`config.mk`:
```
export PLATFORM = sky130hd
export DESIGN_NAME = mabr_responder
export DESIGN_NICKNAME = d
export VERILOG_FILES = /design/src/rtl/mabr_pkg.sv /design/src/rtl/mabr_addr_latch.sv /design/src/rtl/mabr_burst_ctrl.sv /design/src/rtl/mabr_word_array.sv /design/src/rtl/mabr_responder.sv
export SDC_FILE = /design/constraint.sdc
export NUM_CORES = 1
export LEC_CHECK = 0
export BUFFER_PORTS_ARGS = -buffer_cell sky130_fd_sc_hd__clkbuf_2
export CAP_MARGIN = 40
export CORE_MARGIN = 1.5
export CORE_UTILIZATION = 56
export CTS_CLUSTER_DIAMETER = 60
export DETAILED_ROUTE_END_ITERATION = 10
export GPL_TIMING_DRIVEN = 0
export PLACE_DENSITY_LB_ADDON = 0.12
export SYNTH_ARGS = -nofsm -noshare
export SYNTH_HDL_FRONTEND = slang
export SYNTH_SLANG_ARGS = --single-unit
```
`constraint.sdc`:
```
create_clock -name clk -period 3.1 [get_ports clk]
set_clock_uncertainty 0.1 [all_clocks]
set_input_delay 0.62 -clock clk [delete_from_list [all_inputs] [get_ports clk]]
set_output_delay 0.62 -clock clk [all_outputs]
set_load 0.005 [all_outputs]
```
`src/rtl/mabr_pkg.sv`:
```
package mabr_pkg;
  typedef enum logic [1:0] {
    ST_IDLE   = 2'd0,
    ST_LAT    = 2'd1,
    ST_STREAM = 2'd2
  } mabr_state_e;
endpackage

```
`src/rtl/mabr_addr_latch.sv`:
```
module mabr_addr_latch #(
  parameter int DQ_W = 16,
  parameter int HI_W = 4
) (
  input  logic                 clk,
  input  logic                 rst,
  input  logic                 sel_n,
  input  logic                 astb_n,
  input  logic [DQ_W-1:0]      bus_in,
  output logic                 cap,
  output logic [DQ_W+HI_W-1:0] addr_nxt
);
  logic            prev_q;
  logic [HI_W-1:0] hi_q;
  logic [HI_W-1:0] ph_q;

  assign cap = !sel_n && !astb_n;
  // Second consecutive strobe edge: the earlier phase becomes the upper bits.
  assign addr_nxt = {(prev_q ? ph_q : hi_q), bus_in};

  always_ff @(posedge clk) begin
    if (rst) begin
      prev_q <= 1'b0;
      hi_q   <= '0;
      ph_q   <= '0;
    end else begin
      prev_q <= cap;
      if (cap) begin
        ph_q <= bus_in[HI_W-1:0];
        if (prev_q) hi_q <= ph_q;
      end
    end
  end
endmodule

```
`src/rtl/mabr_burst_ctrl.sv`:
```
module mabr_burst_ctrl
  import mabr_pkg::*;
#(
  parameter int DQ_W      = 16,
  parameter int HI_W      = 4,
  parameter int LAT_W     = 3,
  parameter int LINE_BITS = 4,
  parameter int MEM_HI    = 2,
  parameter int MEM_LO    = 6
) (
  input  logic                     clk,
  input  logic                     rst,
  input  logic                     sel_n,
  input  logic                     cap,
  input  logic [DQ_W+HI_W-1:0]     start_addr,
  input  logic [LAT_W-1:0]         cfg_lat,
  input  logic                     cfg_linear,
  output logic                     drive_now,
  output logic                     drive_ahead,
  output logic                     busy_nxt,
  output logic                     stream_nxt,
  output logic [MEM_HI+MEM_LO-1:0] rd_idx
);
  localparam int AW = DQ_W + HI_W;

  mabr_state_e      st_q, st_n;
  logic [LAT_W-1:0] cnt_q, cnt_n, lat_eff;
  logic [AW-1:0]    addr_q, addr_n, addr_inc;
  logic             gap_q, gap_n, at_edge;

  always_comb begin
    lat_eff  = (cfg_lat < LAT_W'(2)) ? LAT_W'(2) : cfg_lat;
    at_edge  = &addr_q[LINE_BITS-1:0];
    addr_inc = cfg_linear ? (addr_q + 1'b1)
                          : {addr_q[AW-1:LINE_BITS], addr_q[LINE_BITS-1:0] + 1'b1};
    drive_now = !sel_n && !cap &&
                ((st_q == ST_STREAM && !gap_q) || (st_q == ST_LAT && cnt_q == lat_eff));

    st_n   = st_q;
    cnt_n  = cnt_q;
    addr_n = addr_q;
    gap_n  = gap_q;
    if (sel_n) begin
      st_n  = ST_IDLE;
      gap_n = 1'b0;
    end else if (cap) begin
      st_n   = ST_LAT;
      cnt_n  = LAT_W'(1);
      addr_n = start_addr;
      gap_n  = 1'b0;
    end else if (drive_now) begin
      st_n   = ST_STREAM;
      addr_n = addr_inc;
      gap_n  = cfg_linear && at_edge;
    end else if (st_q == ST_STREAM) begin
      gap_n = 1'b0;
    end else if (st_q == ST_LAT) begin
      cnt_n = cnt_q + 1'b1;
    end

    drive_ahead = (st_n == ST_STREAM && !gap_n) || (st_n == ST_LAT && cnt_n == lat_eff);
    busy_nxt    = (st_n != ST_IDLE);
    stream_nxt  = (st_n == ST_STREAM);
    rd_idx      = {addr_q[DQ_W +: MEM_HI], addr_q[MEM_LO-1:0]};
  end

  always_ff @(posedge clk) begin
    if (rst) begin
      st_q   <= ST_IDLE;
      cnt_q  <= '0;
      addr_q <= '0;
      gap_q  <= 1'b0;
    end else begin
      st_q   <= st_n;
      cnt_q  <= cnt_n;
      addr_q <= addr_n;
      gap_q  <= gap_n;
    end
  end
endmodule

```
`src/rtl/mabr_word_array.sv`:
```
module mabr_word_array #(
  parameter int IDX_W = 8,
  parameter int DQ_W  = 16
) (
  input  logic             clk,
  input  logic             rd_en,
  input  logic [IDX_W-1:0] rd_idx,
  output logic [DQ_W-1:0]  rd_data
);
  localparam int DEPTH = 1 << IDX_W;

  logic [DQ_W-1:0] mem [DEPTH];

  initial begin
    for (int i = 0; i < DEPTH; i++) mem[i] = DQ_W'(i * 40503 + 4660);
  end

  always_ff @(posedge clk) begin
    if (rd_en) rd_data <= mem[rd_idx];
  end
endmodule

```
`src/rtl/mabr_responder.sv`:
```
module mabr_responder #(
  parameter int DQ_W      = 16,
  parameter int HI_W      = 4,
  parameter int LAT_W     = 3,
  parameter int LINE_BITS = 4,
  parameter int MEM_HI    = 2,
  parameter int MEM_LO    = 6
) (
  input  logic             clk,
  input  logic             rst,
  input  logic             sel_n,
  input  logic             rd_n,
  input  logic             astb_n,
  input  logic [DQ_W-1:0]  bus_in,
  input  logic [LAT_W-1:0] cfg_lat,
  input  logic             cfg_wait_high,
  input  logic             cfg_wait_early,
  input  logic             cfg_linear,
  output logic [DQ_W-1:0]  bus_out,
  output logic             bus_oe,
  output logic             wait_out,
  output logic             wait_oe
);
  localparam int AW    = DQ_W + HI_W;
  localparam int IDX_W = MEM_HI + MEM_LO;

  logic             cap, drive_now, drive_ahead, busy_nxt, stream_nxt, en, wait_act;
  logic [AW-1:0]    addr_nxt;
  logic [IDX_W-1:0] rd_idx;

  mabr_addr_latch #(.DQ_W(DQ_W), .HI_W(HI_W)) u_latch (
    .clk(clk), .rst(rst), .sel_n(sel_n), .astb_n(astb_n),
    .bus_in(bus_in), .cap(cap), .addr_nxt(addr_nxt)
  );

  mabr_burst_ctrl #(
    .DQ_W(DQ_W), .HI_W(HI_W), .LAT_W(LAT_W), .LINE_BITS(LINE_BITS),
    .MEM_HI(MEM_HI), .MEM_LO(MEM_LO)
  ) u_ctrl (
    .clk(clk), .rst(rst), .sel_n(sel_n), .cap(cap), .start_addr(addr_nxt),
    .cfg_lat(cfg_lat), .cfg_linear(cfg_linear), .drive_now(drive_now),
    .drive_ahead(drive_ahead), .busy_nxt(busy_nxt), .stream_nxt(stream_nxt),
    .rd_idx(rd_idx)
  );

  mabr_word_array #(.IDX_W(IDX_W), .DQ_W(DQ_W)) u_array (
    .clk(clk), .rd_en(drive_now), .rd_idx(rd_idx), .rd_data(bus_out)
  );

  assign en       = !sel_n && !rd_n;
  assign wait_act = busy_nxt && (cfg_wait_early ? !drive_ahead : !drive_now);

  always_ff @(posedge clk) begin
    if (rst) begin
      bus_oe   <= 1'b0;
      wait_oe  <= 1'b0;
      wait_out <= 1'b0;
    end else begin
      bus_oe   <= en && stream_nxt;
      wait_oe  <= en;
      wait_out <= cfg_wait_high ? wait_act : !wait_act;
    end
  end
endmodule

```
==> results of run 1 <==
[layout make-up]
type | count | area, um^2
Buffer | 73 | 358
Clock buffer | 5 | 68.8
Clock inverter | 3 | 50.0
Fill cell | 884 | 3540
Inverter | 16 | 72.6
Multi-Input combinational cell | 619 | 4020
Sequential cell | 48 | 1130
Tap cell | 133 | 166
Timing Repair Buffer | 50 | 273
[synth_stat cells, types with 7 or more instances]
cell type,count,share of area
a211oi_1,15,0.020
inv_1,13,0.0088
nor3_1,19,0.017
dfxtp_1,32,0.12
ha_1,17,0.038
mux4_2,12,0.049
edfxtp_1,16,0.087
nand3_1,15,0.014
clkbuf_1,31,0.021
a21o_1,7,0.0095
o21ai_1,8,0.0072
nand2b_1,13,0.015
a31oi_1,15,0.017
nor2b_1,11,0.012
a311oi_1,7,0.011
buf_2,27,0.024
o2111ai_1,7,0.011
o211ai_1,9,0.012
o21ai_0,72,0.065
nor2_1,73,0.050
buf_1,9,0.0061
mux2i_1,13,0.024
nand2_1,92,0.062
a21oi_1,73,0.066
o22ai_1,7,0.0079
xnor2_1,8,0.013
a22oi_1,11,0.015
[cell families (layout without fill, tap and decap cells)]
family | Yosys count | count (layout) | share of synthesized area
buf+inv | 90 | 147 | 0.0747
compound gates | 298 | 298 | 0.358
simple gates | 260 | 260 | 0.220
flops | 48 | 48 | 0.203
xor+xnor | 14 | 14 | 0.0235
mux | 30 | 30 | 0.0826
fa+ha+maj | 17 | 17 | 0.0385
[placed cells by master, fill, tap and decap left out, types with 7 or more instances in the layout]
| master | Yosys | final |
|---|---|---|
| nor3_1 | 19 | 18 |
| o21ai_0 | 72 | 72 |
| o2111ai_1 | 7 | 7 |
| o211ai_1 | 9 | 9 |
| a211oi_1 | 15 | 15 |
| clkbuf_2 | 0 | 45 |
| a31oi_1 | 15 | 15 |
| nor2_1 | 73 | 72 |
| nand3_1 | 15 | 15 |
| buf_4 | 3 | 10 |
| a311oi_1 | 7 | 7 |
| ha_1 | 17 | 13 |
| o22ai_1 | 7 | 7 |
| mux4_2 | 12 | 12 |
| a21o_1 | 7 | 7 |
| nand2b_1 | 13 | 13 |
| nand2_1 | 92 | 92 |
| xnor2_1 | 8 | 8 |
| inv_1 | 13 | 11 |
| dfxtp_1 | 32 | 29 |
| o21ai_1 | 8 | 8 |
| mux2i_1 | 13 | 13 |
| edfxtp_1 | 16 | 16 |
| a22oi_1 | 11 | 11 |
| buf_1 | 9 | 10 |
| nor2b_1 | 11 | 11 |
| a21oi_1 | 73 | 72 |
| clkbuf_1 | 31 | 28 |
| buf_2 | 27 | 24 |
[routing by layer]
metal | vias to the layer above | part of all wire
met4 | 0 | 0.074
met1 | 3243 | 0.35
met3 | 168 | 0.14
met5 | - | 0
li1 | 2937 | -
met2 | 631 | 0.43
[power breakdown]
group | leakage (nW) | total (mW) | switching [mW] | internal [mW]
combinational | 1.75 | 0.688 | 0.435 | 0.254
sequential | 0.405 | 0.687 | 0.0220 | 0.665
clock | 0.0607 | 0.517 | 0.267 | 0.250
[state kept, by name, indices dropped and copies added (netlist names)]
signal           flops
u_ctrl.gap_q         1
u_ctrl.addr_q       18
u_array.rd_data     16
wait_out             1
u_latch.prev_q       1
u_ctrl.st_q          2
u_latch.hi_q         2
wait_oe              1
u_ctrl.cnt_q         3
u_latch.ph_q         2
bus_oe               1
[worst min-delay path by stage]
| stage | from | end | slack (ns) |
|---|---|---|---|
| 2_1_floorplan | u_latch.hi_q[0]$_SDFFE_PP0P_ | u_latch.hi_q[0]$_SDFFE_PP0P_ | 0.34 |
| 3_3_place_gp | u_latch.hi_q[0]$_SDFFE_PP0P_ | u_latch.hi_q[0]$_SDFFE_PP0P_ | 0.34 |
| 3_5_place_dp | u_latch.hi_q[1]$_SDFFE_PP0P_ | u_latch.hi_q[1]$_SDFFE_PP0P_ | 0.35 |
| 4_1_cts | rd_n | wait_oe$_SDFF_PP0_ | 0.36 |
| 5_1_grt | rd_n | wait_oe$_SDFF_PP0_ | 0.37 |
| 6_report | u_latch.hi_q[1]$_SDFFE_PP0P_ | u_latch.hi_q[1]$_SDFFE_PP0P_ | 0.36 |
[per-stage QoR]
step	std cells	instance area (um^2)	hold slack [ns]	setup slack, ns
finish	947	6140	0.362	0.00920
global route	947	6140	0.366	0.00350
CTS	942	6090	0.360	0.0582
detailed placement	935	5930	0.347	-0.750
global placement	934	5910	0.342	-0.760
floorplan	757	5530	0.336	0.0290
[worst min-delay path, cell delays in order, from the launching register on]
cell     delay [ns]
dfxtp_1        0.32
nand2_1        0.05
a21oi_1        0.05
[repair_timing]
item | CTS | global route
endpoints found under the setup margin | 12 | 7
setup buffers | 0 | 5
hold endpoints to repair | 0 | 0
resized for setup | 15 | 8
==> impl_metrics.csv, run 1 <==
group,metric,value,unit
outcome,outcome,"finished clean",
global_routing,use_met1,0.566,
worst_setup_path,r2r_end,"u_array.rd_data[15]$_DFFE_PP_",
worst_setup_path,worst_ep_arrival_time,3.03,ns
clock_network,ctsRootBufferMaster,"clkbuf_8",
timing,fmax,324,MHz
worst_setup_path,r2r_setup_slack,0.009,ns
floorplanning,die_height,102,um
worst_setup_path,path_depth,7,
floorplanning,fp.coreArea,9680,um^2
run,maxCapViolations,0,
worst_setup_path,cp-startpoint,"u_ctrl.addr_q[5]$_SDFFE_PP0P_",
route,drc,0,
worst_setup_path,cp_max_fo,10,
layout,num_antenna_cells,0,
logic_synthesis,synth.ff_latch_count,48,
global_routing,grt_use_met3,0.148,
route,avgViaCountPerCell,7.37,
logic_synthesis,syn_area,5530,um^2
timing,finalSetupTns,0,ns
layout,area_growth,11.1,%
clock_network,cts_tree,"done",
clock_network,clkSlewWorstSetupHoldPaths,0.11,ns
timing,period_minus_slack,3.09,ns
worst_setup_path,crit_chain,"buf_2 -> buf_2 -> clkbuf_1 -> buf_1 -> o211ai_1 -> a311oi_1 -> a21oi_1",
clock_network,cts_num_sinks,48,
logic_synthesis,ys_types,80,
power,p_leak,2.22,nW
worst_setup_path,critPathKind,"register to register",
timing,rsz0062_at_grt,"false",
logic_synthesis,synthFlopType,"dfxtp_1",
logic_synthesis,synth_nets,801,
logic_synthesis,yosysWarnings,0,
logic_synthesis,ys_async_sr_fraction,0,
layout,nNetsFinal,857,
worst_setup_path,required,3.04,ns
clock_network,cts_buffers,5,
route,num_vias,6979,
global_routing,grtUsageTotal,0.471,
worst_hold_path,hold_depth,2,
worst_setup_path,reg2reg_depth,7,
global_routing,antenna_found_initial,0,
global_routing,use_met2,0.727,
placement,gp_congestion,1.06,
power,p_total,1.89,mW
power,power-per-cell-area,308,nW/um^2
power,ir_worst_vdd,308,uV
floorplanning,die-area,10500,um^2
global_routing,grt_max_degree,18,
global_routing,grt_pass1_wl,37000,um
layout,fin_util,0.634,
floorplanning,rows,36,
floorplanning,initial_core_util,0.571,
worst_setup_path,critPathTopFamily,"buffers and inverters",
logic_synthesis,synth_enable_flop_cells,16,
route,wl,23900,um
placement,numPortBuffers,44,
timing,relSlewSlack,0.426,
timing,setup_viol,0,
route,postRouteAntennaNets,0,
route,wl_per_cell,25.2,um
clock_network,clk_latency,0.33,ns
global_routing,grt_pass1_vias,6617,
placement,hpwl,16900,um
worst_setup_path,critPathCaptureType,"register",
logic_synthesis,synthCells,757,
logic_synthesis,post_synth.cell_area_avg,7.30,um^2
route,drt_iter0_drc,1017,
timing,finalHoldViolations,0,
floorplanning,die_w,102,um
worst_setup_path,crit_slowest_cell,"buf_1",
worst_setup_path,cpMostUsedCell,"buf_2",
timing,tightest_slew,0.861,ns
clock_network,clock_path_buffers,2,
worst_setup_path,crit_end,"u_array.rd_data[15]$_DFFE_PP_",
logic_synthesis,seq_area_frac_synth,0.203,
layout,drive_gt1_frac,0.184,
global_routing,top_usage_layer,"met2",
global_routing,grt_overflow,0,
timing,slew_violations,0,
worst_setup_path,slowest_delay,0.59,ns
worst_setup_path,critPathLaunchType,"register",
floorplanning,num_io_pins,46,
route,first_pass_iters,6,
worst_setup_path,crit_buf_inv,4,
timing,period_share,0.997,
clock_network,ctsHoldBuffers,0,
worst_setup_path,r2r_start,"u_ctrl.addr_q[5]$_SDFFE_PP0P_",
clock_network,h-tree-depth,2,
worst_hold_path,hp-class,"register to register",
Note: power is estimated with default switching activity, not from simulation.
==> inputs of run 2 (changes only) <==
- BUFFER_PORTS_ARGS: -buffer_cell sky130_fd_sc_hd__clkbuf_2 -> not set
- CORE_UTILIZATION: 56 -> 60
- DONT_BUFFER_PORTS: not set -> 1
==> run 2 against run 1 <==
  * Non-clock buffer count fell by 46
  * Sequential power fell by 0.6%
  * Design area fell by 5.0%
==> impl_metrics.csv, run 2 (same netlist as run 1, synthesis figures left out) <==
group,metric,value,unit
outcome,outcome,"finished clean",
timing,slew_violations,0,
layout,layout_common_cells,"nand2_1, a21oi_1, o21ai_0, nor2_1, clkbuf_1",
layout,num_antenna_cells,0,
route,postRouteAntennaNets,0,
timing,tightest_slew,0.857,ns
floorplanning,die_w,99.0,um
placement,hpwl,15500,um
layout,drive_gt1_frac,0.126,
placement,placed_cell_area,5680,um^2
route,avgViaCountPerCell,7.55,
global_routing,grt_pass1_vias,6455,
power,p_leak,2.02,nW
placement,numPortBuffers,0,
global_routing,grt_max_degree,17,
route,wl_per_cell,24.7,um
layout,top_register,"u_ctrl.addr_q",
run,maxCapViolations,0,
worst_setup_path,required,3.04,ns
power,ir_worst_vdd,216,uV
worst_setup_path,critPathLaunchType,"register",
timing,period_share,0.995,
timing,finalHoldViolations,0,
route,drt_iter0_drc,1215,
global_routing,grt_overflow,0,
route,drc,0,
placement,gp_congestion,1.09,
floorplanning,rows,34,
layout,final_cell_count_no_fill,876,
global_routing,grtUsageTotal,0.446,
global_routing,antenna_found_initial,0,
clock_network,clock_path_buffers,2,
worst_hold_path,hp-class,"input port to register",
layout,area_growth,5.55,%
worst_setup_path,crit_chain,"buf_4 -> buf_6 -> clkinv_4 -> ha_4 -> buf_4 -> buf_2 -> o21ai_0 -> a222oi_1 -> nor2_1 -> a311oi_1 -> a21oi_1",
floorplanning,num_io_pins,46,
power,power-per-cell-area,302,nW/um^2
worst_setup_path,critPathCaptureType,"register",
floorplanning,die-area,9800,um^2
clock_network,h-tree-depth,2,
floorplanning,initial_core_util,0.628,
placement,dp.cells,866,
floorplanning,die_height,99.0,um
clock_network,cts_num_sinks,48,
timing,period_minus_slack,3.09,ns
timing,hold_slack,0.289,ns
timing,relSlewSlack,0.427,
worst_setup_path,critPathKind,"register to register",
clock_network,clk_latency,0.31,ns
layout,design_area,5830,um^2
clock_network,ctsHoldBuffers,0,
clock_network,cts_buffers,5,
layout,top_regs,"u_ctrl.addr_q: 18 flops, u_array.rd_data: 16 flops, u_ctrl.cnt_q: 3 flops",
timing,rsz0062_at_grt,"false",
route,num_vias,6610,
route,wl,21700,um
layout,fill_cells,780,
floorplanning,fp.coreArea,8810,um^2
layout,final_common_cell,"nand2_1",
clock_network,clkSlewWorstSetupHoldPaths,0.11,ns
timing,fmax,324,MHz
worst_hold_path,min_from,"rst",
clock_network,cts_tree,"done",
worst_setup_path,r2r_start,"u_ctrl.addr_q[0]$_SDFFE_PP0P_",
worst_setup_path,slowest_delay,0.43,ns
worst_setup_path,cp_max_fo,10,
worst_setup_path,crit_slowest_cell,"a222oi_1",
global_routing,grt_pass1_wl,34000,um
timing,setup_viol,0,
route,first_pass_iters,11,
clock_network,ctsRootBufferMaster,"clkbuf_8",
layout,nNetsFinal,811,
worst_setup_path,worst_ep_arrival_time,3.03,ns
worst_setup_path,cp-startpoint,"u_ctrl.addr_q[0]$_SDFFE_PP0P_",
worst_setup_path,cpMostUsedCell,"buf_4",
layout,largest_reg_flops,18,
==> run 2: changes by cell type in the layout (fill, tap and decap cells not counted), moves of 2 or more <==
cell / delta
clkbuf_2: -45
buf_4: -3
ha_1: +3
ha_2: -3
clkbuf_1: +2
==> run 2: layout make-up <==
class	count	area, um^2	share of cell area
plain buffers	74	365	0.0626
flip-flops and latches	48	1130	0.194
multi-input cells	619	4010	0.687
clock inverters	2	13.8	0.00236
well taps	108	135	0.0232
clock buffers	6	82.6	0.0142
repair buffers	3	30.0	0.00515
inverters	16	68.8	0.0118
==> run 2: power by group <==
part	internal [mW]	total (mW)	leakage (nW)	switching, mW
Sequential	0.665	0.683	0.405	0.0189
Combinational	0.238	0.655	1.56	0.417
Clock	0.183	0.425	0.0516	0.242
==> run 2: path summary, 6_finish.rpt <==
| kind | cells past startpoint | slack (ns) | endpoint |
|---|---|---|---|
| max | 11 | 0.01 | u_array.rd_data[15]$_DFFE_PP_ |
| min | 1 | 0.29 | wait_oe$_SDFF_PP0_ |
| max reg2reg | 11 | 0.01 | u_array.rd_data[15]$_DFFE_PP_ |
| min reg2reg | 2 | 0.38 | u_latch.hi_q[0]$_SDFFE_PP0P_ |
==> run 2: critical path: cells and delay by family (launching register included) <==
| kind | cells | cell delay, ns |
|---|---|---|
| buf+inv | 5 | 0.99 |
| compound gates | 4 | 0.91 |
| flops | 1 | 0.41 |
| fa+ha+maj | 1 | 0.31 |
| simple gates | 1 | 0.08 |
==> run 2: per-layer routing <==
layer	vias up	GRT usage	wire length (um)
met5	-	0	0
met4	0	0.286	1710
met3	167	0.140	3310
met2	649	0.687	9200
met1	2951	0.539	7450
li1	2843	-	-
==> run 2: per-stage QoR <==
step	util	setup TNS [ns]	power, mW	worst slack [ns]
4_1_cts	0.660	0	1.72	0.0280
5_1_grt	0.662	0	1.82	0.00447
3_5_place_dp	0.645	-4.59	1.30	-0.697
2_1_floorplan	-	0	1.14	0.0290
6_report	0.662	0	1.76	0.0148
3_3_place_gp	0.643	-7.05	1.29	-0.798
==> run 2: timing repair <==
action                                  in CTS  in global routing
endpoints found under the setup margin      11                  7
setup buffers                                0                  2
cloned                                       0                  0
resized for setup                           12                  3
